===== config.mk =====
export PLATFORM = sky130hd
export DESIGN_NAME = dlb_ctrl
export DESIGN_NICKNAME = d
export VERILOG_FILES = /design/src/rtl/dlb_pkg.sv /design/src/rtl/dlb_fifo.sv /design/src/rtl/dlb_token.sv /design/src/rtl/dlb_inject.sv /design/src/rtl/dlb_ctrl.sv
export SDC_FILE = /design/constraint.sdc
export NUM_CORES = 1
export LEC_CHECK = 0
export CORE_ASPECT_RATIO = 0.9
export CORE_MARGIN = 4
export CORE_UTILIZATION = 50
export DETAILED_ROUTE_END_ITERATION = 12
export DONT_BUFFER_PORTS = 1
export GPL_TIMING_DRIVEN = 0
export SETUP_SLACK_MARGIN = 0.2
export SYNTH_ARGS = -nofsm -noshare
export SYNTH_HDL_FRONTEND = slang
export SYNTH_SLANG_ARGS = --single-unit

===== constraint.sdc =====
create_clock -name clk_i -period 3.7 [get_ports clk_i]
set_clock_uncertainty 0.15 [all_clocks]
set_input_delay 0.37 -clock clk_i [delete_from_list [all_inputs] [get_ports clk_i]]
set_output_delay 0.37 -clock clk_i [all_outputs]
set_load 0.05 [all_outputs]

===== src/rtl/dlb_pkg.sv =====
package dlb_pkg;

    typedef enum logic [1:0] {
        INJ_IDLE    = 2'd0,
        INJ_SEND    = 2'd1,
        INJ_RESTORE = 2'd2
    } inj_state_e;

    typedef struct packed {
        logic hold;
        logic used;
        logic tok;
    } tok_state_t;

endpackage


===== src/rtl/dlb_fifo.sv =====
module dlb_fifo #(
    parameter int FLIT_W = 16,
    parameter int DEPTH  = 2
) (
    input  logic              clk_i,
    input  logic              rst_ni,
    input  logic              push_i,
    input  logic [FLIT_W-1:0] data_i,
    input  logic              pop_i,
    output logic [FLIT_W-1:0] head_o,
    output logic              empty_o,
    output logic              full_o
);
    localparam int AW = (DEPTH > 1) ? $clog2(DEPTH) : 1;
    localparam int CW = $clog2(DEPTH + 1);

    typedef struct packed {
        logic [DEPTH-1:0][FLIT_W-1:0] mem;
        logic [AW-1:0]                wp;
        logic [AW-1:0]                rp;
        logic [CW-1:0]                cnt;
    } fifo_t;

    fifo_t s_d, s_q;
    logic  do_push, do_pop;

    assign empty_o = (s_q.cnt == '0);
    assign full_o  = (s_q.cnt == CW'(DEPTH));
    assign head_o  = s_q.mem[s_q.rp];
    assign do_push = push_i && !full_o;
    assign do_pop  = pop_i && !empty_o;

    always_comb begin
        s_d = s_q;
        if (do_push) begin
            s_d.mem[s_q.wp] = data_i;
            s_d.wp = (s_q.wp == AW'(DEPTH - 1)) ? '0 : s_q.wp + 1'b1;
        end
        if (do_pop) begin
            s_d.rp = (s_q.rp == AW'(DEPTH - 1)) ? '0 : s_q.rp + 1'b1;
        end
        case ({do_push, do_pop})
            2'b10:   s_d.cnt = s_q.cnt + 1'b1;
            2'b01:   s_d.cnt = s_q.cnt - 1'b1;
            default: s_d.cnt = s_q.cnt;
        endcase
    end

    always_ff @(posedge clk_i or negedge rst_ni) begin
        if (!rst_ni) s_q <= '0;
        else         s_q <= s_d;
    end

    // a lone accepted push grows the occupancy by exactly one
    assert_count_step_R6: assert property (@(posedge clk_i) disable iff (!rst_ni)
        (push_i && !pop_i && !full_o) |=> (s_q.cnt == $past(s_q.cnt) + 1'b1));
    // a full buffer never accepts a flit
    assert_no_overflow_R6: assert property (@(posedge clk_i) disable iff (!rst_ni)
        (full_o && push_i && !pop_i) |=> full_o && $stable(s_q.wp));
endmodule


===== src/rtl/dlb_token.sv =====
module dlb_token
    import dlb_pkg::*;
(
    input  logic clk_i,
    input  logic rst_ni,
    input  logic tok_i,
    input  logic detect_i,
    input  logic buf_busy_i,
    input  logic inj_busy_i,
    output logic start_o,
    output logic tok_o
);
    tok_state_t s_d, s_q;

    always_comb begin
        s_d     = s_q;
        s_d.tok = 1'b0;
        start_o = 1'b0;
        if (!s_q.hold) begin
            if (tok_i) begin
                if (detect_i || buf_busy_i) begin
                    s_d.hold = 1'b1;
                    s_d.used = 1'b0;
                end else begin
                    s_d.tok = 1'b1;
                end
            end
        end else if (!s_q.used && detect_i && !buf_busy_i && !inj_busy_i) begin
            start_o  = 1'b1;
            s_d.used = 1'b1;
        end else if (!inj_busy_i && !buf_busy_i && (s_q.used || !detect_i)) begin
            s_d.hold = 1'b0;
            s_d.tok  = 1'b1;
        end
    end

    always_ff @(posedge clk_i or negedge rst_ni) begin
        if (!rst_ni) s_q <= '0;
        else         s_q <= s_d;
    end

    assign tok_o = s_q.tok;

    // an idle router forwards the token in the next cycle
    assert_tok_pass_R1: assert property (@(posedge clk_i) disable iff (!rst_ni)
        (tok_i && !s_q.hold && !detect_i && !buf_busy_i) |=> tok_o);
    // no release while the recovery buffer still holds flits
    assert_tok_kept_R5: assert property (@(posedge clk_i) disable iff (!rst_ni)
        (s_q.hold && buf_busy_i) |=> !tok_o);
    // a router that has injected once cannot start again on the same visit
    assert_single_start_R8: assert property (@(posedge clk_i) disable iff (!rst_ni)
        start_o |=> !start_o);
endmodule


===== src/rtl/dlb_inject.sv =====
module dlb_inject
    import dlb_pkg::*;
#(
    parameter int PW = 3
) (
    input  logic          clk_i,
    input  logic          rst_ni,
    input  logic          start_i,
    input  logic [PW-1:0] cur_in_i,
    input  logic [PW-1:0] out_port_i,
    input  logic          xfer_i,
    input  logic          tail_i,
    output logic          active_o,
    output logic          busy_o,
    output logic          brk_o,
    output logic          restore_o,
    output logic [PW-1:0] sv_in_o,
    output logic [PW-1:0] sv_out_o
);
    typedef struct packed {
        inj_state_e    st;
        logic          brk;
        logic [PW-1:0] sv_in;
        logic [PW-1:0] sv_out;
    } inj_t;

    inj_t s_d, s_q;

    always_comb begin
        s_d     = s_q;
        s_d.brk = 1'b0;
        unique case (s_q.st)
            INJ_IDLE: begin
                if (start_i) begin
                    s_d.st     = INJ_SEND;
                    s_d.brk    = 1'b1;
                    s_d.sv_in  = cur_in_i;
                    s_d.sv_out = out_port_i;
                end
            end
            INJ_SEND: begin
                if (xfer_i && tail_i) s_d.st = INJ_RESTORE;
            end
            INJ_RESTORE: s_d.st = INJ_IDLE;
            default:     s_d.st = INJ_IDLE;
        endcase
    end

    always_ff @(posedge clk_i or negedge rst_ni) begin
        if (!rst_ni) s_q <= '{st: INJ_IDLE, default: '0};
        else         s_q <= s_d;
    end

    assign active_o  = (s_q.st == INJ_SEND);
    assign busy_o    = (s_q.st != INJ_IDLE);
    assign restore_o = (s_q.st == INJ_RESTORE);
    assign brk_o     = s_q.brk;
    assign sv_in_o   = s_q.sv_in;
    assign sv_out_o  = s_q.sv_out;

    // the break request is a single-cycle pulse
    assert_brk_pulse_R2: assert property (@(posedge clk_i) disable iff (!rst_ni)
        brk_o |=> !brk_o);
    // the restore request follows the accepted tail
    assert_restore_after_tail_R4: assert property (@(posedge clk_i) disable iff (!rst_ni)
        (active_o && xfer_i && tail_i) |=> restore_o);
    // saved ports do not move between break and restore
    assert_saved_stable_R4: assert property (@(posedge clk_i) disable iff (!rst_ni)
        (busy_o && !start_i) |=> $stable(sv_in_o) && $stable(sv_out_o));
endmodule


===== src/rtl/dlb_ctrl.sv =====
module dlb_ctrl
    import dlb_pkg::*;
#(
    parameter int FLIT_W  = 16,
    parameter int ID_W    = 4,
    parameter int NODE_ID = 3,
    parameter int NPORT   = 5,
    parameter int DEPTH   = 2,
    localparam int PW     = $clog2(NPORT)
) (
    input  logic              clk_i,
    input  logic              rst_ni,
    input  logic              dl_detect_i,
    input  logic [PW-1:0]     dl_out_port_i,
    input  logic [PW-1:0]     xbar_cur_in_i,
    input  logic              tok_i,
    output logic              tok_o,
    input  logic              edge_vld_i,
    input  logic [FLIT_W-1:0] edge_flit_i,
    output logic              edge_rdy_o,
    input  logic              db_in_vld_i,
    input  logic [FLIT_W-1:0] db_in_flit_i,
    output logic              db_in_rdy_o,
    output logic              rl_vld_o,
    output logic [FLIT_W-1:0] rl_flit_o,
    output logic [PW-1:0]     rl_port_o,
    input  logic              rl_rdy_i,
    input  logic [PW-1:0]     rt_port_i,
    output logic              ej_vld_o,
    output logic [FLIT_W-1:0] ej_flit_o,
    input  logic              ej_rdy_i,
    output logic              db_sel_o,
    output logic              xbar_brk_o,
    output logic              xbar_rst_o,
    output logic [PW-1:0]     xbar_in_o,
    output logic [PW-1:0]     xbar_out_o
);
    localparam logic [ID_W-1:0] MY_ID = ID_W'(NODE_ID);
    localparam int TAIL_BIT = FLIT_W - 1;

    logic              fifo_empty, fifo_full, fifo_pop;
    logic [FLIT_W-1:0] fifo_head;
    logic              head_mine, buffered;
    logic              inj_active, inj_busy, tok_start;
    logic [PW-1:0]     inj_port;

    dlb_fifo #(.FLIT_W(FLIT_W), .DEPTH(DEPTH)) u_buf (
        .clk_i   (clk_i),
        .rst_ni  (rst_ni),
        .push_i  (db_in_vld_i && db_in_rdy_o),
        .data_i  (db_in_flit_i),
        .pop_i   (fifo_pop),
        .head_o  (fifo_head),
        .empty_o (fifo_empty),
        .full_o  (fifo_full)
    );

    dlb_token u_tok (
        .clk_i      (clk_i),
        .rst_ni     (rst_ni),
        .tok_i      (tok_i),
        .detect_i   (dl_detect_i),
        .buf_busy_i (!fifo_empty),
        .inj_busy_i (inj_busy),
        .start_o    (tok_start),
        .tok_o      (tok_o)
    );

    dlb_inject #(.PW(PW)) u_inj (
        .clk_i      (clk_i),
        .rst_ni     (rst_ni),
        .start_i    (tok_start),
        .cur_in_i   (xbar_cur_in_i),
        .out_port_i (dl_out_port_i),
        .xfer_i     (edge_vld_i && edge_rdy_o),
        .tail_i     (edge_flit_i[TAIL_BIT]),
        .active_o   (inj_active),
        .busy_o     (inj_busy),
        .brk_o      (xbar_brk_o),
        .restore_o  (xbar_rst_o),
        .sv_in_o    (xbar_in_o),
        .sv_out_o   (inj_port)
    );

    assign xbar_out_o  = inj_port;
    assign head_mine   = (fifo_head[ID_W-1:0] == MY_ID);
    assign buffered    = !inj_active && !fifo_empty;

    assign rl_vld_o    = inj_active ? edge_vld_i : (buffered && !head_mine);
    assign rl_flit_o   = inj_active ? edge_flit_i : fifo_head;
    assign rl_port_o   = inj_active ? inj_port : rt_port_i;
    assign edge_rdy_o  = inj_active && rl_rdy_i;
    assign db_sel_o    = buffered && !head_mine;
    assign ej_vld_o    = buffered && head_mine;
    assign ej_flit_o   = fifo_head;
    assign fifo_pop    = buffered && (head_mine ? ej_rdy_i : rl_rdy_i);
    assign db_in_rdy_o = !fifo_full && !inj_active;

    // a flit is never offered to both sinks from the buffer
    assert_one_sink_R7: assert property (@(posedge clk_i) disable iff (!rst_ni)
        ej_vld_o |-> !db_sel_o && !rl_vld_o);
    // a stalled buffered flit stays put on the recovery output
    assert_hold_flit_R7: assert property (@(posedge clk_i) disable iff (!rst_ni)
        (db_sel_o && !rl_rdy_i) |=> db_sel_o && $stable(rl_flit_o));
    // neighbours are held off while this router injects
    assert_in_block_R9: assert property (@(posedge clk_i) disable iff (!rst_ni)
        inj_active |-> !db_in_rdy_o);
    // the token never leaves while the restore is being issued
    assert_no_tok_on_restore_R4: assert property (@(posedge clk_i) disable iff (!rst_ni)
        xbar_rst_o |-> !tok_o);
endmodule


==> flow_summary.yaml <==
final_layout:
  n_antenna_cell: 0
  drive_above_1_share: 0.3305
  final_core_util: 0.5580
  fill_cells: 447
  multi_input_area_um2: 1197
  ff_latch_area_um2: 1201
  area_delta_synth_final_pct: 8.396
  final_cells: 301
  nets: 285
detailed_routing:
  initialDrtViolationCount: 80
  ant_nets: 0
  via_per_inst: 5.635
  drcViolationCount: 0
  wl_per_cell_um: 18.33
  drt_wl_total_mm: 5.516
  num_vias: 1696
  drt_pass1_iterations: 4
global_routing:
  grt_antenna_before_repair: 0
  grt_pass1_vias: 1824
  grt_first_pass_wirelength_mm: 8.700
  grtUsageTotal: 0.1903
  grt.overflow.total: 0
  grt_max_degree: 49
die:
  fp-row-count: 24
  fp.dieW_um: 82.37
  die_area_um2: 6172
  core_area_um2: 4835
  initial_core_util: 0.5148
  io_pins: 98
  die_height_um: 74.93
synth:
  ys_types: 33
  synth_cells: 226
  ys_async_sr_fraction: 1.000
  synth_edf_count: 0
  ys_seq_area_frac: 0.4827
  syn-num-nets: 276
  yosys_warnings: 0
  yosysTopAreaCellShare: 0.4827
  synth_area_um2: 2489
  synthTopCellsByArea: "dfrtp_1, mux2_2, nor2_1, buf_4, nand2_1"
  synth_area_per_cell_um2: 11.01
  yosysMostFrequentCell: "mux2_2"
  ys.flop_type: "dfrtp_1"
  yosysTopAreaCell: "dfrtp_1"
  synth.ff_latch_count: 48
  synth.cells.most_frequent: "mux2_2, nor2_1, dfrtp_1, nand2_1, buf_4"
timing:
  setup_viol_count_final: 0
  slew_headroom: 0.3568
  fin_crit_ns: 2.968
  slew_violations: 0
  fin_crit_sh: 0.8020
  rsz0062_at_grt: "no"
  hold_violations: 0
  worstMarginPinSlew_ns: 0.9628
  setup_tns_ns: 0
  max_freq_mhz: 337.0
worst_hold_path:
  hp-class: "primary input to flip-flop"
  min_from: "dl_detect_i"
  holdPathEnd: "u_tok.tok_o$_DFF_PN0_"
  whs_path_depth: 1
clock_network:
  cts_buffer_depth: 2
  ctsHtreeMaxLevel: 2
  ctsHoldBuffers: 2
  cts.sinks: 48
  clk_pin_slew_ns: 0.09
  cts_buffers: 5
  clock_latency_ns: 0.30
  cts.repair.resized: 0
  post_cts_buffers: 0
  cts_tree: "yes"
  cts-root-buf: "clkbuf_8"
critical_path:
  ff2ff_path_depth: 6
  cp_top_family: "simple AND/OR/NAND/NOR gates"
  end_kind: "output pin"
  critPathKind: "flip-flop to output pin"
  path_cells: "buf_1, mux2_2, nor2_1, nor2_1"
  path_depth: 4
  cp.arrival_ns: 2.45
  cp_slowest_stage_delay_ns: 0.69
  critPathMaxFanout: 10
  worst_path_most_repeated_cell: "nor2_1"
  cp_slowest_cell: "nor2_1"
  timing.rr.end: "u_buf.s_q[1]$_DFFE_PN0P_"
  startpoint_type: "flip-flop"
  r2r_setup_slack_ns: 1.51
  cp.required_ns: 3.18
  path_buf_inv: 1
  timing.rr.start: "u_buf.s_q[2]$_DFFE_PN0P_"
placed_design:
  io_buffers: 0
  dp_cells: 291
  place_congestion: 0.7354
  dp_hpwl_mm: 4.224
job:
  maxCapViolCount: 0
outcome:
  outcome: "finished clean"
==> kinds of logic (layout without fill, tap and decap cells) <==
| logic type | count (synthesis) | count (layout) | share of synthesized area |
|---|---|---|---|
| buffers and inverters | 16 | 26 | 0.03620 |
| AOI/OAI and AO/OA | 10 | 10 | 0.02765 |
| adders and majority gates | 1 | 1 | 0.005027 |
| and+or+nand+nor | 88 | 88 | 0.1694 |
| xor gates and xnor gates | 4 | 4 | 0.01408 |
| muxes | 59 | 59 | 0.2650 |
| DFF | 48 | 48 | 0.4827 |
==> metal layers <==
| layer | vias to the layer above | part of all wire | GRT usage | wire [um] |
|---|---|---|---|---|
| li1 | 785 | - | - | - |
| met1 | 834 | 0.38 | 0.2302 | 2104 |
| met2 | 66 | 0.52 | 0.3176 | 2871 |
| met3 | 11 | 0.077 | 0.05981 | 427 |
| met4 | 0 | 0.020 | 0.07380 | 113 |
| met5 | - | 0 | 0 | 0 |
==> final cells by class <==
type                            instances  share of cell area
Sequential cell                        48              0.4453
Tap cell                               65             0.03015
Buffer                                 16             0.03340
Timing Repair Buffer                    2             0.01391
Clock buffer                            8             0.03340
Multi-Input combinational cell        162              0.4439
==> worst register-to-register path: cells and delay by family (launching register included) <==
| family | cells | cell delay [ns] |
|---|---|---|
| multiplexers | 2 | 0.59 |
| buffers and inverters | 1 | 0.43 |
| flip-flops | 1 | 0.40 |
| adder cells (fa/ha/maj) | 1 | 0.26 |
| XOR/XNOR | 1 | 0.15 |
| AND/OR/NAND/NOR | 1 | 0.13 |
==> per-stage QoR <==
| step | setup slack (ns) | hold WS [ns] | instance area, um2 |
|---|---|---|---|
| 3_3_place_gp | 0.8191 | -0.07439 | 2570 |
| 6_report | 0.7324 | 0.01991 | 2698 |
| 2_1_floorplan | 1.039 | -0.07559 | 2489 |
| 3_5_place_dp | 1.028 | -0.07426 | 2570 |
| 4_1_cts | 0.6934 | 0.01834 | 2698 |
| 5_1_grt | 0.5737 | 0.01988 | 2698 |
==> registers in the layout, indices dropped and copies added (netlist names) <==
| register | cells |
|---|---|
| u_buf.s_q | 36 |
| u_tok.s_q | 2 |
| u_inj.s_q | 2 |
| u_inj.sv_out_o | 3 |
| u_inj.sv_in_o | 3 |
| u_tok.tok_o | 1 |
| u_inj.brk_o | 1 |
==> worst max-delay path by stage <==
stage	from	end
3_5_place_dp	u_buf.s_q[2]$_DFFE_PN0P_	rl_flit_o[2]
3_3_place_gp	u_buf.s_q[2]$_DFFE_PN0P_	rl_vld_o
4_1_cts	u_buf.s_q[2]$_DFFE_PN0P_	rl_flit_o[2]
5_1_grt	u_buf.s_q[2]$_DFFE_PN0P_	rl_flit_o[1]
6_report	u_buf.s_q[2]$_DFFE_PN0P_	rl_flit_o[2]
2_1_floorplan	u_buf.s_q[2]$_DFFE_PN0P_	rl_vld_o
==> cells in the final DEF, fill, tap and decap left out, types with 2 or more instances in the layout <==
cell	n
xnor2_1	3
mux2_2	55
nor2b_1	4
mux2i_1	4
clkbuf_1	7
nand2b_1	2
nand2_1	11
nand3_1	5
and2_1	2
buf_4	7
nor2_1	52
buf_2	3
dfrtp_1	48
nor4bb_1	2
clkbuf_8	6
o21ai_0	4
Power is left out: the tool's default activity adds up to more than one toggle a clock period on the data nets, which glitch-free logic cannot reach.
